[src/rtl/prb_pkg.sv]
package prb_pkg;
  typedef struct packed {
    logic       glb;
    logic       page_ok;
    logic       cfg_hit;
    logic       stat_hit;
    logic [7:0] off;
  } prb_dec_t;
endpackage

[src/rtl/prb_decode.sv]
module prb_decode
  import prb_pkg::*;
#(
  parameter int          NUM_PAGES = 12,
  parameter int          CFG_REGS  = 4,
  parameter int          STAT_REGS = 2,
  parameter logic [7:0]  STAT_BASE = 8'h80
) (
  input  logic [7:0] addr_i,
  input  logic [7:0] page_i,
  output prb_dec_t   dec_o
);
  localparam logic [7:0] PAGE_LIM = 8'(NUM_PAGES);
  localparam logic [7:0] CFG_LIM  = 8'(CFG_REGS);
  localparam logic [7:0] STAT_LIM = 8'(STAT_REGS);

  logic [7:0] stat_off;
  assign stat_off = addr_i - STAT_BASE;

  always_comb begin
    dec_o          = '0;
    dec_o.glb      = (addr_i[7:3] == 5'b11111);
    dec_o.page_ok  = (page_i < PAGE_LIM);
    dec_o.cfg_hit  = !dec_o.glb && dec_o.page_ok && (addr_i < CFG_LIM);
    dec_o.stat_hit = !dec_o.glb && dec_o.page_ok && (addr_i >= STAT_BASE) && (stat_off < STAT_LIM);
    dec_o.off      = dec_o.stat_hit ? stat_off : addr_i;
  end
endmodule

[src/rtl/prb_cfg_page.sv]
module prb_cfg_page #(
  parameter int N  = 4,
  parameter int CW = 2
) (
  input  logic          clk_i,
  input  logic          rst_ni,
  input  logic          we_i,
  input  logic [CW-1:0] idx_i,
  input  logic [7:0]    wdata_i,
  output logic [N*8-1:0] regs_o
);
  logic [7:0] mem [N];

  always_ff @(posedge clk_i or negedge rst_ni) begin
    if (!rst_ni) begin
      for (int i = 0; i < N; i++) mem[i] <= '0;
    end else if (we_i) begin
      for (int i = 0; i < N; i++)
        if (int'(idx_i) == i) mem[i] <= wdata_i;
    end
  end

  for (genvar g = 0; g < N; g++) begin : g_out
    assign regs_o[g*8 +: 8] = mem[g];
  end

  p_cfg_hold_r5: assert property (@(posedge clk_i) disable iff (!rst_ni)
    !we_i |=> $stable(regs_o));
endmodule

[src/rtl/paged_reg_bank.sv]
module paged_reg_bank
  import prb_pkg::*;
#(
  parameter int         NUM_PAGES = 12,
  parameter int         CFG_REGS  = 4,
  parameter int         STAT_REGS = 2,
  parameter logic [7:0] STAT_BASE = 8'h80,
  parameter int         GLB_REGS  = 4   // at most 7, FFh is the page register
) (
  input  logic                              clk_i,
  input  logic                              rst_ni,
  input  logic [7:0]                        addr_i,
  input  logic [7:0]                        wdata_i,
  input  logic                              wr_i,
  input  logic                              rd_i,
  output logic [7:0]                        rdata_o,
  input  logic [NUM_PAGES*STAT_REGS*8-1:0]  status_i,
  output logic [7:0]                        page_o,
  output logic [NUM_PAGES*CFG_REGS*8-1:0]   cfg_o,
  output logic [GLB_REGS*8-1:0]             glb_o,
  output logic [1:0]                        spike_mode_o
);
  localparam int         CW        = (CFG_REGS > 1) ? $clog2(CFG_REGS) : 1;
  localparam int         NCFG      = NUM_PAGES * CFG_REGS;
  localparam int         NSTAT     = NUM_PAGES * STAT_REGS;
  localparam logic [7:0] PAGE_ADDR = 8'hFF;
  localparam logic [7:0] PAGE_LIM  = 8'(NUM_PAGES);

  prb_dec_t         dec;
  logic [7:0]       page_q;
  logic [7:0]       glb_q [GLB_REGS];
  logic [NUM_PAGES-1:0] page_we;
  logic [7:0]       cfg_b  [NCFG];
  logic [7:0]       stat_b [NSTAT];

  prb_decode #(
    .NUM_PAGES(NUM_PAGES), .CFG_REGS(CFG_REGS),
    .STAT_REGS(STAT_REGS), .STAT_BASE(STAT_BASE)
  ) u_dec (
    .addr_i(addr_i), .page_i(page_q), .dec_o(dec)
  );

  // global window: page register and shared registers
  always_ff @(posedge clk_i or negedge rst_ni) begin
    if (!rst_ni) begin
      page_q <= '0;
      for (int i = 0; i < GLB_REGS; i++) glb_q[i] <= '0;
    end else if (wr_i && dec.glb) begin
      if (addr_i == PAGE_ADDR) page_q <= wdata_i;
      for (int i = 0; i < GLB_REGS; i++)
        if (int'(addr_i[2:0]) == i) glb_q[i] <= wdata_i;
    end
  end

  for (genvar p = 0; p < NUM_PAGES; p++) begin : g_page
    assign page_we[p] = wr_i && dec.cfg_hit && (page_q == 8'(p));
    prb_cfg_page #(.N(CFG_REGS), .CW(CW)) u_page (
      .clk_i  (clk_i),
      .rst_ni (rst_ni),
      .we_i   (page_we[p]),
      .idx_i  (dec.off[CW-1:0]),
      .wdata_i(wdata_i),
      .regs_o (cfg_o[p*CFG_REGS*8 +: CFG_REGS*8])
    );
  end

  for (genvar c = 0; c < NCFG; c++) begin : g_cfgb
    assign cfg_b[c] = cfg_o[c*8 +: 8];
  end
  for (genvar s = 0; s < NSTAT; s++) begin : g_statb
    assign stat_b[s] = status_i[s*8 +: 8];
  end
  for (genvar g = 0; g < GLB_REGS; g++) begin : g_glb
    assign glb_o[g*8 +: 8] = glb_q[g];
  end

  always_comb begin
    int cfg_sel, stat_sel;
    cfg_sel  = int'(page_q) * CFG_REGS + int'(dec.off);
    stat_sel = int'(page_q) * STAT_REGS + int'(dec.off);
    rdata_o  = '0;
    if (rd_i) begin
      if (dec.glb) begin
        if (addr_i == PAGE_ADDR) rdata_o = page_q;
        for (int i = 0; i < GLB_REGS; i++)
          if (int'(addr_i[2:0]) == i) rdata_o = glb_q[i];
      end else if (dec.cfg_hit) begin
        for (int i = 0; i < NCFG; i++)
          if (cfg_sel == i) rdata_o = cfg_b[i];
      end else if (dec.stat_hit) begin
        for (int i = 0; i < NSTAT; i++)
          if (stat_sel == i) rdata_o = stat_b[i];
      end
    end
  end

  assign page_o       = page_q;
  assign spike_mode_o = cfg_b[3][1:0];

  p_page_load_r4: assert property (@(posedge clk_i) disable iff (!rst_ni)
    wr_i && addr_i == PAGE_ADDR |=> page_o == $past(wdata_i));
  p_page_hold_r3: assert property (@(posedge clk_i) disable iff (!rst_ni)
    !(wr_i && addr_i == PAGE_ADDR) |=> $stable(page_o));
  p_page_read_r3: assert property (@(posedge clk_i) disable iff (!rst_ni)
    rd_i && addr_i == PAGE_ADDR |-> rdata_o == page_o);
  p_bad_page_read_r7: assert property (@(posedge clk_i) disable iff (!rst_ni)
    rd_i && page_o >= PAGE_LIM && addr_i < 8'hF8 |-> rdata_o == 8'h00);
  p_bad_page_write_r7: assert property (@(posedge clk_i) disable iff (!rst_ni)
    page_o >= PAGE_LIM |=> $stable(cfg_o));
  p_idle_read_r10: assert property (@(posedge clk_i) disable iff (!rst_ni)
    !rd_i |-> rdata_o == 8'h00);
  p_one_page_we_r5: assert property (@(posedge clk_i) disable iff (!rst_ni)
    $onehot0(page_we));
endmodule

[config.mk]
export PLATFORM = sky130hd
export DESIGN_NAME = paged_reg_bank
export DESIGN_NICKNAME = d
export VERILOG_FILES = /design/src/rtl/prb_pkg.sv /design/src/rtl/prb_decode.sv /design/src/rtl/prb_cfg_page.sv /design/src/rtl/paged_reg_bank.sv
export SDC_FILE = /design/constraint.sdc
export NUM_CORES = 1
export LEC_CHECK = 0
export BUFFER_PORTS_ARGS = -buffer_cell sky130_fd_sc_hd__buf_2
export CAP_MARGIN = 20
export CORE_ASPECT_RATIO = 1.75
export CORE_MARGIN = 4
export CORE_UTILIZATION = 39
export CTS_CLUSTER_SIZE = 12
export DETAILED_ROUTE_END_ITERATION = 6
export SLEW_MARGIN = 20
export SYNTH_ARGS = -nofsm -noshare
export SYNTH_HDL_FRONTEND = slang
export SYNTH_SLANG_ARGS = --single-unit
export TNS_END_PERCENT = 30
[constraint.sdc]
create_clock -name clk_i -period 12.4 [get_ports clk_i]
set_input_delay 2.48 -clock clk_i [delete_from_list [all_inputs] [get_ports clk_i]]
set_output_delay 2.48 -clock clk_i [all_outputs]
set_load 0.02 [all_outputs]
**After elaboration in Yosys (flattened, before gate mapping)**

Index checks and enable logic that the tools add are counted.

- Eq/ne operators: 89
- $add $sub $neg: 3
- $lt $le $gt $ge: 4
- Reductions and logical operators: 77
- Multiplexer cells: 82

Operators by type and width:

| operator | number |
|---|---|
| $mux 8 | 82 |
| $eq 11x5->1 const B | 16 |
| $eq 11x6->1 const B | 16 |
| $reduce_and 2->1 | 53 |
| $eq 11x4->1 const B | 8 |
| $eq 10x4->1 const B | 8 |
| $eq 10x5->1 const B | 8 |
| $logic_not 32->1 | 2 |
| $eq 11x3->1 const B | 4 |
| $eq 10x3->1 const B | 4 |
| $eq 8x3->1 const B | 4 |
| $eq 8x4->1 const B | 4 |
| $eq 11x2->1 const B | 2 |
| $eq 10x2->1 const B | 2 |
| $logic_and 1x1->1 | 18 |
| $eq 8x2->1 const B | 2 |
| $add 10x8->11 | 1 |
| $eq 11x1->1 const B | 1 |
| $add 9x8->10 | 1 |
| $eq 10x1->1 const B | 1 |
| $eq 8x1->1 const B | 1 |
| $eq 8x8->1 const B | 1 |
| $ge 8x8->1 const B | 1 |
| $logic_not 8->1 | 1 |
| 12 further kinds | 14 |

- Register bits: 424
- Input port bits: 212
- Output and inout bits: 434
- Word-level logic and storage cells: 308

**Logic depth before layout (Yosys ltp)**

Gate-level depths: netlist of the first run.

- Depth in word-level cells: 59
- Depth in mapped cells: 22
- Mapped depth without buffers: 16

**Hierarchy**

Synthesis of the first run repeated with hierarchy kept, for this count alone.

- Cell total of the unflattened synthesis: 2136
- Area, all modules: 24193.2 µm²

Modules (own cells, without submodules):

| module | times used | area each (µm²) | cells an instance | seq. area each (µm²) |
|---|---|---|---|---|
| prb_cfg_page | 12 | 1212.4 | 68 | 800.8 |
| paged_reg_bank | 1 | 9495.4 | 1301 | 1001.0 |
| prb_decode | 1 | 148.9 | 19 | 0.0 |

**Worst setup path before layout of the first run**

Ideal clock, no wire load.

- Path type: in2out
- From: input addr_i[1]
- To: output rdata_o[5]
- Path slack: 2926 ps
- Data arrival time: 6994 ps
- Stages on the path: 21
- Path buffers: 7
- Cells stage by stage: clkbuf_1 > buf_2 > buf_2 > clkbuf_1 > or3b_2 > clkbuf_1 > and2_1 > ha_1 > buf_4 > nand4b_1 > a211oi_2 > a32oi_2 > buf_6 > nor2_4 > a221oi_1 > and3_1 > o32ai_1 > o2bb2ai_1 > a2111oi_2 > o21ai_1 > a21oi_1

- Word-level cells in the longest chain between the ends: 57

RTL lines:

| element | RTL line | RTL |
|---|---|---|
| start: declaration | paged_reg_bank.sv:12 | `input logic [7:0] addr_i,` |
| $sub 8x8->8 or $ge 8x8->1 (tied branches) | prb_decode.sv:18, prb_decode.sv:25 |  |
| $lt 8x2->1 or $logic_and 1x1->1 (tied branches) | prb_decode.sv:25 | `dec_o.stat_hit = !dec_o.glb && dec_o.page_ok && (addr_i >= STAT_BASE) && (stat_off < STAT_LIM);` |
| $logic_and 1x1->1 | prb_decode.sv:25 |  |
| $mux 8 | prb_decode.sv:26 | `dec_o.off = dec_o.stat_hit ? stat_off : addr_i;` |
| $add 10x8->11 | paged_reg_bank.sv:79 | `cfg_sel = int'(page_q) * CFG_REGS + int'(dec.off);` |
| $logic_not 32->1 | paged_reg_bank.sv:89 | `if (cfg_sel == i) rdata_o = cfg_b[i];` |
| $mux 8 (48 in a row) | paged_reg_bank.sv:89 |  |
| $mux 8 | paged_reg_bank.sv:87 | `end else if (dec.cfg_hit) begin` |
| $mux 8 (*) | paged_reg_bank.sv:83 | `if (dec.glb) begin` |
| $mux 8 (*) | paged_reg_bank.sv:82 | `if (rd_i) begin` |
| end: declaration | paged_reg_bank.sv:16 | `output logic [7:0] rdata_o,` |

Mark *: on every way between the ends. The rest lies on a longest branch, timed or not.

**Worst setup path after layout of the first run**

- From: input addr_i[2]
- To: output rdata_o[3]

Same word-level chain as after synthesis.

==> summary.md, run 1 <==
| Metric | Value |
|---|---|
| Number of DRC violations after detailed-routing iteration 0 | `2289` |
| Number of detailed-route iterations in the first pass | `6` |
| Critical path data required time | `9.92 ns` |
| Kind of start point of the critical path | `input pin` |
| Source of the worst hold timing path | `glb_o[24]` |
| Maximum single-stage delay on the critical path | `0.74 ns` |
| Asr flop ratio synth | `100%` |
| Via count of the routed design | `22.9k` |
| Final Skew | `about 0.023 ns` |
| Pin count of the biggest net entering global routing | `about 170` |
| Total global routing track utilization | `40.0%` |
| Setup repair bufs after CTS | `0` |
| Number of hold violations in the final report | `0` |
| Initial antenna violation count | `18` |
| Cell Area, Synth | `23500 um2` |
| TritonCTS Buffers | `between 40 and 50` |
| Sequential element share of the synthesized area | `between 40% and 50%` |
| Leak | `~15 nW` |
| Area of the die | `64400 um2` |
| First-pass GRT wire length | `186 mm` |
| Endpoint, Worst Hold | `glb_o[24]` |
| # resized after CTS | `0` |
| Hold_buf cts | `0` |
| CTS clock-pin slew for the worst setup and hold paths | `approximately 0.060 ns` |
| Bufs on Longest Clock Path | `3` |
| Number of maximum-capacitance violations | `0` |
| Status | `finished clean` |
| Post-route worst hold slack | `0.526 ns` |
| Area fraction of the dominant cell type after synthesis | `45.2%` |
| Most common library cell in the layout ignoring fill and taps | `sky130_fd_sc_hd__buf_2` |
| Buffers & Inverters on Critical Path | `2` |
| R2R setup slack | `about 8 ns` |
| Wire length reported by the detailed router | `between 100 and 150 mm` |
| PD cells | `about 110 nW/um2` |
| Initial cell density of the core | `39.6%` |
| Largest fanout on the critical path | `11` |
| Clock insertion delay at the later pin of the skew report | `0.57 ns` |
| Min-Delay Path Depth | `1` |
| Vert. Die Dim | `333 um` |
| Syn_area_per_cell | `11.0 um2` |
| Average wire length per cell after detail routing | `38.1 um` |
| Depth of the most critical reg-to-reg path | `8` |
| Total number of H-tree levels | `2` |
| Critical path's slowest cell | `sky130_fd_sc_hd__a32o_1` |
| Worst R2R Start | `page_o[6]` |
| Largest vdd supply drop | `0.000117 V` |
| Cell taking the most area after synthesis | `sky130_fd_sc_hd__dfrtp_1` |
| Post-Synthesis Net Count | `2365` |
| Avg Vias per Cell | `6.47` |
| Maximum clock frequency | `0.0880 GHz` |
| Total power draw | `3.10 mW` |
| Cells after synthesis | `2138` |
| Setup Crit Path Kind | `input pin to primary output` |
| Number of flops mapped to enable cells by yosys | `0` |
| Number of placement rows | `118` |
| Top delay family on crit path | `compound AO/OA/AOI/OAI gates` |
| Flip-flop cell with the highest count after synthesis | `sky130_fd_sc_hd__dfrtp_1` |
| Die width | `193 um` |
| Summed negative setup slack over all endpoints | `0 ns` |
| Count of buffers inserted at the top-level ports | `645` |
| Post-route minimum period | `11.36 ns` |
| Synthesis warning total | `0` |
| Worst Max-Slew Pin Slew | `1.20 ns` |
| Post-detailed-route count of antenna-violating nets | `0` |
| Number of failing setup endpoints in the final timing report | `0` |
| Pins over their slew limit | `0` |
| Final layout net count | `approximately 3.0k` |
| Via count of the first global-routing pass | `23.3k` |
| Non-filler cells in the finished layout | `3533` |
| Period utilisation layout | `91.6%` |
| Cells taking the most area after synthesis | `sky130_fd_sc_hd__dfrtp_1, sky130_fd_sc_hd__mux2_2, sky130_fd_sc_hd__mux4_2, sky130_fd_sc_hd__o21ai_0, sky130_fd_sc_hd__nand2_1` |
| Overflow after GRT | `0` |
| Nature of the critical path endpoint | `primary output` |
| CTS root buf | `sky130_fd_sc_hd__clkbuf_16` |
| Gp weighted congestion | `1.12` |
| Sum of net half-perimeters after detailed placement | `104 mm` |
| Data arrival time of the critical path | `8.88 ns` |
| Flip-flop and latch count after synthesis | `424` |
| Worst slack after detailed placement | `1.42 ns` |
| Clock tree from TritonCTS | `done` |
| Placeable Area | `59400 um2` |
| I/O pin count | `646` |
| Path type of the worst min-delay path | `register to register` |
| Series of cell instances along the critical path | `buf_2 -> a211oi_1 -> nand3_1 -> or3b_2 -> and2_1 -> ha_1 -> nand4b_1 -> a211oi_2 -> a32o_1 -> nand2_1 -> o221ai_1 -> a21oi_1 -> o31ai_1 -> a211o_1 -> a22oi_1 -> a21oi_1 -> o21ai_1 -> buf_2` |
| Cell count after placement | `between 3k and 4k` |
| Number of unique standard cell types used by synthesis | `92` |
| Worst-case headroom to the max-slew limit | `19.4%` |
| Fraction of layout cells with a size suffix above 1 | `46.2%` |
| Worst reg2reg endpoint | `g_page[9].u_page.regs_o[11]` |
| Setup repair after global routing missed its margin | `false` |
| Layout overhead on the synthesized area | `22.5%` |
| Final worst-path setup slack | `between 1 and 1.5 ns` |
| Clock sink count | `between 400 and 500` |
| Most frequent cells in the layout | `sky130_fd_sc_hd__buf_2, sky130_fd_sc_hd__mux2_2, sky130_fd_sc_hd__dfrtp_1` |
| Post-route DRC violation count | `0` |
-- logic make-up (layout without fill, tap and decap cells) --
logic type,count (synthesis),count (layout),share of synthesized area (%)
AO/OA/AOI/OAI,526,526,15.2
multiplexers,509,509,25.8
AND/OR/NAND/NOR,492,492,9.85
flip-flops,424,424,45.2
buffers and inverters,167,773,2.97
adder cells (fa/ha/maj),15,15,0.863
XOR/XNOR,5,5,0.187
other,0,9,0
-- synth_stat cells (all sizes together) (11+ instances only) --
cell type,n
dfrtp,424
ha,13
o211ai,12
nand2,158
nor3,38
o22ai,42
nand3,47
mux2i,40
o31ai,12
a21oi,111
mux2,436
nor4,15
nand2b,11
a211oi,14
buf,51
and3,12
nor2,157
a22oi,35
o221ai,12
a31oi,13
inv,16
clkbuf,99
o21ai,141
a221oi,22
mux4,33
-- how the worst max path moves through the flow --
stage / startpoint / depth (start not counted) / endpoint / slack, ns
2_1_floorplan: addr_i[1] / 21 / rdata_o[5] / 2.93
3_3_place_gp: addr_i[2] / 18 / rdata_o[3] / 1.48
3_5_place_dp: addr_i[2] / 18 / rdata_o[3] / 1.42
4_1_cts: addr_i[2] / 18 / rdata_o[3] / 1.42
5_1_grt: addr_i[2] / 18 / rdata_o[3] / 1.15
6_report: addr_i[2] / 18 / rdata_o[3] / 1.04
-- registers in the layout (all words and copies together), names as in the netlist --
| name | flops |
|---|---|
| g_page.u_page.regs_o | 384 |
| page_o | 8 |
| glb_o | 32 |
-- report_power, final --
part	leakage, nW	total (mW)	internal, mW	switching [mW]
Sequential	5.90	1.41	1.40	0.0165
Combinational	8.27	0.526	0.151	0.375
Clock	0.564	1.16	0.628	0.535
Total	14.7	3.10	2.17	0.927
-- worst register-to-register path, cell delays in order, from the launching register on --
cell and delay [ns]:
sky130_fd_sc_hd__dfrtp_1 0.62, sky130_fd_sc_hd__nor4_1 0.36, sky130_fd_sc_hd__nand3_1 0.19, sky130_fd_sc_hd__nor2_1 0.34
sky130_fd_sc_hd__nand2_1 0.18, sky130_fd_sc_hd__nor3b_2 0.78, sky130_fd_sc_hd__nand2_1 0.27, sky130_fd_sc_hd__nor2_1 0.96
sky130_fd_sc_hd__mux2_2 0.43
-- per-stage QoR --
step                      area [um2]  utilization [%]
after floorplan                23500                -
after global placement         27600             46.4
after detailed placement       27600             46.5
after CTS                      28700             48.4
after global routing           28800             48.4
final                          28800             48.5
-- final cells by class --
cell class              count  area (um2)
fillers                  5734       30600
multi-input cells        1547       12200
flip-flops and latches    424       10600
repair buffers            703        3710
clock buffers              48        1100
well taps                 780         976
inverters                  17        63.8
clock inverters             5        50.0
diodes                      9        22.5
-- layer usage --
| layer | vias up | routed length (um) | global-route usage [%] |
|---|---|---|---|
| met5 | - | 36 | 0 |
| met4 | 4 | 13900 | 33.2 |
| met3 | 444 | 9230 | 7.73 |
| met2 | 1472 | 67700 | 70.1 |
| met1 | 11700 | 43800 | 40.9 |
| li1 | 9257 | - | - |
(Power assumes the default switching activity.)
==> run 2: changes to the inputs <==
--- a/config.mk
+++ b/config.mk
@@ -7,11 +7,15 @@
 export LEC_CHECK = 0
 export BUFFER_PORTS_ARGS = -buffer_cell sky130_fd_sc_hd__buf_2
 export CAP_MARGIN = 20
+export CELL_PAD_IN_SITES_DETAIL_PLACEMENT = 0
+export CELL_PAD_IN_SITES_GLOBAL_PLACEMENT = 2
 export CORE_ASPECT_RATIO = 1.75
 export CORE_MARGIN = 4
-export CORE_UTILIZATION = 39
+export CORE_UTILIZATION = 36
 export CTS_CLUSTER_SIZE = 12
 export DETAILED_ROUTE_END_ITERATION = 6
+export GPL_TIMING_DRIVEN = 0
+export PLACE_DENSITY_LB_ADDON = 0.1
 export SLEW_MARGIN = 20
 export SYNTH_ARGS = -nofsm -noshare
 export SYNTH_HDL_FRONTEND = slang
==> run 2 against run 1 <==
Effect of this change: the run now ends with setup timing left; sequential cell count did not move; sequential share of layout area is 0.63 points lower; routed wire length is 12% higher; power up 5.2%; clock-buffer cell count up 6; critical endpoint is now rdata_o[7]; combinational power grew 10%; critical path depth up 5; global-route usage grew 1.8 points; non-clock buffer count up 101; fmax shrank 9.1%.
==> summary.md, run 2 (synthesized netlist as in run 1, its figures left out) <==
| Metric | Value |
|---|---|
| Status | `finished with violations (was finished clean)` |
| Failing checks | `setup timing` |
| Pins over their slew limit | `0 (unchanged)` |
| Storage cell area | `10600 um2 (unchanged)` |
| Period utilisation layout | `101% (was 91.6%)` |
| Area of the die | `69500 um2 (was 64400 um2)` |
| Number of detailed-route iterations in the first pass | `6 (unchanged)` |
| Critical path data required time | `9.92 ns (about the same)` |
| Initial cell density of the core | `36.4% (was 39.6%)` |
| Depth of the most critical reg-to-reg path | `9 (was 8)` |
| Leak | `14.9 nW (was 14.7 nW)` |
| Switching power | `1.04 mW (was 927 uW)` |
| Met3 Wirelength | `12.6 mm (was 9.23 mm)` |
| Final Skew | `0.0229 ns (was 0.0230 ns)` |
| Clock sink count | `424 (unchanged)` |
| Wire length the detailed router placed on met1 | `53.9 mm (was 43.8 mm)` |
| Largest vdd supply drop | `0.000101 V (was 0.000117 V)` |
| Path type of the worst min-delay path | `register to register (unchanged)` |
| CTS root buf | `sky130_fd_sc_hd__clkbuf_16 (unchanged)` |
| Gp weighted congestion | `1.04 (was 1.12)` |
| Clock insertion delay at the later pin of the skew report | `0.60 ns (was 0.57 ns)` |
| Total global routing track utilization | `41.8% (was 40.0%)` |
| TritonCTS Buffers | `43 (was 42)` |
| Nature of the critical path endpoint | `primary output (unchanged)` |
| Total area of multi-input combinational cells | `12200 um2 (about the same)` |
| Number of failing setup endpoints in the final timing report | `1 (was 0)` |
| Layout overhead on the synthesized area | `24.6% (was 22.5%)` |
| Most frequent cells in the layout | `sky130_fd_sc_hd__buf_2, sky130_fd_sc_hd__mux2_2, sky130_fd_sc_hd__dfrtp_1 (unchanged)` |
| Setup repair after global routing missed its margin | `true (was false)` |
| Data arrival time of the critical path | `10.02 ns (was 8.88 ns)` |
| Flip-flop count of the largest register after layout | `384 (unchanged)` |
| Setup repair bufs after CTS | `0 (unchanged)` |
| Bufs on Longest Clock Path | `3 (unchanged)` |
| Placeable Area | `64500 um2 (was 59400 um2)` |
| Vert. Die Dim | `346 um (was 333 um)` |
| Maximum clock frequency | `0.0800 GHz (was 0.0880 GHz)` |
| Post-detailed-route count of antenna-violating nets | `0 (unchanged)` |
| Fraction of layout cells with a size suffix above 1 | `45.0% (was 46.2%)` |
| Hold_buf cts | `0 (unchanged)` |
| Routed length on met2 | `70.6 mm (was 67.7 mm)` |
| Setup Crit Path Kind | `input pin to primary output (unchanged)` |
| Internal Dissipation | `2.23 mW (was 2.17 mW)` |
| Share of total power consumed by net switching | `31.7% (was 29.9%)` |
| Post-route DRC violation count | `0 (unchanged)` |
| Total number of H-tree levels | `2 (unchanged)` |
| Avg Vias per Cell | `6.51 (was 6.47)` |
| Wire length reported by the detailed router | `151 mm (was 135 mm)` |
| Sum of net half-perimeters after detailed placement | `117 mm (was 104 mm)` |
| Final cell area excluding filler cells | `29300 um2 (was 28800 um2)` |
| Combinational power share | `17.8% (was 17.0%)` |
| Part of the power in registers | `43.2% (was 45.5%)` |
| Most common library cell in the layout ignoring fill and taps | `sky130_fd_sc_hd__buf_2 (unchanged)` |
| First-pass GRT wire length | `205 mm (was 186 mm)` |
| Kind of start point of the critical path | `input pin (unchanged)` |
| Worst Max-Slew Pin Slew | `1.25 ns (was 1.20 ns)` |
| Number of maximum-capacitance violations | `0 (unchanged)` |
| Largest fanout on the critical path | `10 (was 11)` |
| Via count of the first global-routing pass | `24.5k (was 23.3k)` |
| Number of filler instances in the final layout | `6348 (was 5734)` |
| Utilization after layout | `45.4% (was 48.5%)` |
| Die width | `201 um (was 193 um)` |
| Post-route minimum period | `12.50 ns (was 11.36 ns)` |
| I/O pin count | `646 (unchanged)` |
| Final worst-path setup slack | `-0.0957 ns (was 1.04 ns)` |
| Number of hold violations in the final report | `0 (unchanged)` |
| Initial antenna violation count | `9 (was 18)` |
| Worst-case headroom to the max-slew limit | `17.0% (was 19.4%)` |
| Clock share of power | `39.0% (was 37.5%)` |
| Number of DRC violations after detailed-routing iteration 0 | `2339 (was 2289)` |
| CTS clock-pin slew for the worst setup and hold paths | `0.06 ns (about the same)` |
| Number of placement rows | `123 (was 118)` |
| Worst slack after detailed placement | `-0.245 ns (was 1.42 ns)` |
| Average wire length per cell after detail routing | `41.1 um (was 38.1 um)` |
| Max layer used | `met5 (unchanged)` |
| Clock tree from TritonCTS | `done (unchanged)` |
| Via count of the routed design | `23.9k (was 22.9k)` |
| Final layout net count | `3064 (was 2962)` |
| Count of buffers inserted at the top-level ports | `644 (was 645)` |
| PD cells | `112 nW/um2 (was 108 nW/um2)` |
| Pin count of the biggest net entering global routing | `105 (was 172)` |
| Min-Delay Path Depth | `1 (unchanged)` |
| Area post-placement | `28000 um2 (was 27600 um2)` |
| Overflow after GRT | `0 (unchanged)` |
run 2: cell count changes in the layout (fill, tap and decap cells not counted), sizes merged:
cell	previous run	this run
clkinv	3	5
bufinv	0	1
clkbuf	49	153
diode	9	5
clkinvlp	1	0
buf	702	705
run 2: metrics by stage:
step / total power [mW] / hold WS [ns] / TNS [ns] / instances
floorplan: 1.69 / 0.641 / 0 / 2138
global placement: 1.99 / 0.506 / -1.88 / 3594
detailed placement: 1.99 / 0.514 / -1.04 / 3603
CTS: 3.25 / 0.529 / 0 / 3664
global route: 3.33 / 0.539 / -0.0287 / 3668
finish: 3.26 / 0.530 / -0.0957 / 3670
run 2: path summary, 6_finish.rpt:
kind	start	endpoint	slack [ns]
min in group asynchronous	rst_ni	g_page[6].u_page.regs_o[16]	1.77
max in group asynchronous	rst_ni	glb_o[8]	8.78
setup / recovery	addr_i[1]	rdata_o[7]	-0.1
setup reg to reg	page_o[7]	g_page[1].u_page.regs_o[28]	8.58
hold reg to reg	g_page[0].u_page.regs_o[17]	g_page[0].u_page.regs_o[17]	0.53
hold / removal	g_page[0].u_page.regs_o[17]	g_page[0].u_page.regs_o[17]	0.53
run 2: timing repair:
item | CTS | global route
setup endpoints to repair | 6 | 4
gates resized for setup | 2 | 5
hold endpoints to repair | 0 | 0
run 2: per-layer routing:
| metal | up-vias | GRT usage, % |
|---|---|---|
| met4 | 2 | 29.6 |
| met2 | 1678 | 68.9 |
| met3 | 487 | 9.27 |
| met1 | 12300 | 47.9 |
| li1 | 9490 | - |
| met5 | - | 0 |
run 2: power by group through the flow:
stage	Combinational, mW	Clock [mW]	Sequential [mW]
3_3_place_gp	0.552	0	1.44
2_1_floorplan	0.243	0	1.45
3_5_place_dp	0.560	0	1.44
4_1_cts	0.563	1.28	1.41
6_report	0.581	1.27	1.41
5_1_grt	0.595	1.32	1.41
run 2: layout make-up:
type | instances | area share (%)
antenna | 5 | 0.0428
sequential | 424 | 36.3
tap | 812 | 3.47
inverter | 17 | 0.218
multi-input combinational | 1547 | 41.9
timing repair buffer | 654 | 11.7
clock buffer | 54 | 3.99
clock inverter | 7 | 0.269
buffer | 150 | 2.20
run 2: worst max-delay path, cell delays in order:
cell,delay (ns)
sky130_fd_sc_hd__buf_2,0.11
sky130_fd_sc_hd__clkbuf_1,0.55
sky130_fd_sc_hd__buf_2,0.45
sky130_fd_sc_hd__buf_2,0.36
sky130_fd_sc_hd__clkbuf_2,0.48
sky130_fd_sc_hd__or3b_2,0.21
sky130_fd_sc_hd__clkbuf_1,0.39
sky130_fd_sc_hd__and2_1,0.24
sky130_fd_sc_hd__ha_1,0.15
sky130_fd_sc_hd__buf_4,0.16
sky130_fd_sc_hd__nand4b_1,0.14
sky130_fd_sc_hd__a211oi_2,0.63
sky130_fd_sc_hd__a32o_2,0.49
sky130_fd_sc_hd__buf_4,0.32
sky130_fd_sc_hd__nand2_1,0.25
sky130_fd_sc_hd__o31ai_1,1.01
sky130_fd_sc_hd__o21ai_1,0.16
sky130_fd_sc_hd__o21ai_0,0.21
sky130_fd_sc_hd__nor2_1,0.10
sky130_fd_sc_hd__o311a_1,0.41
sky130_fd_sc_hd__o21ai_1,0.27
sky130_fd_sc_hd__a211o_1,0.24
sky130_fd_sc_hd__buf_2,0.19
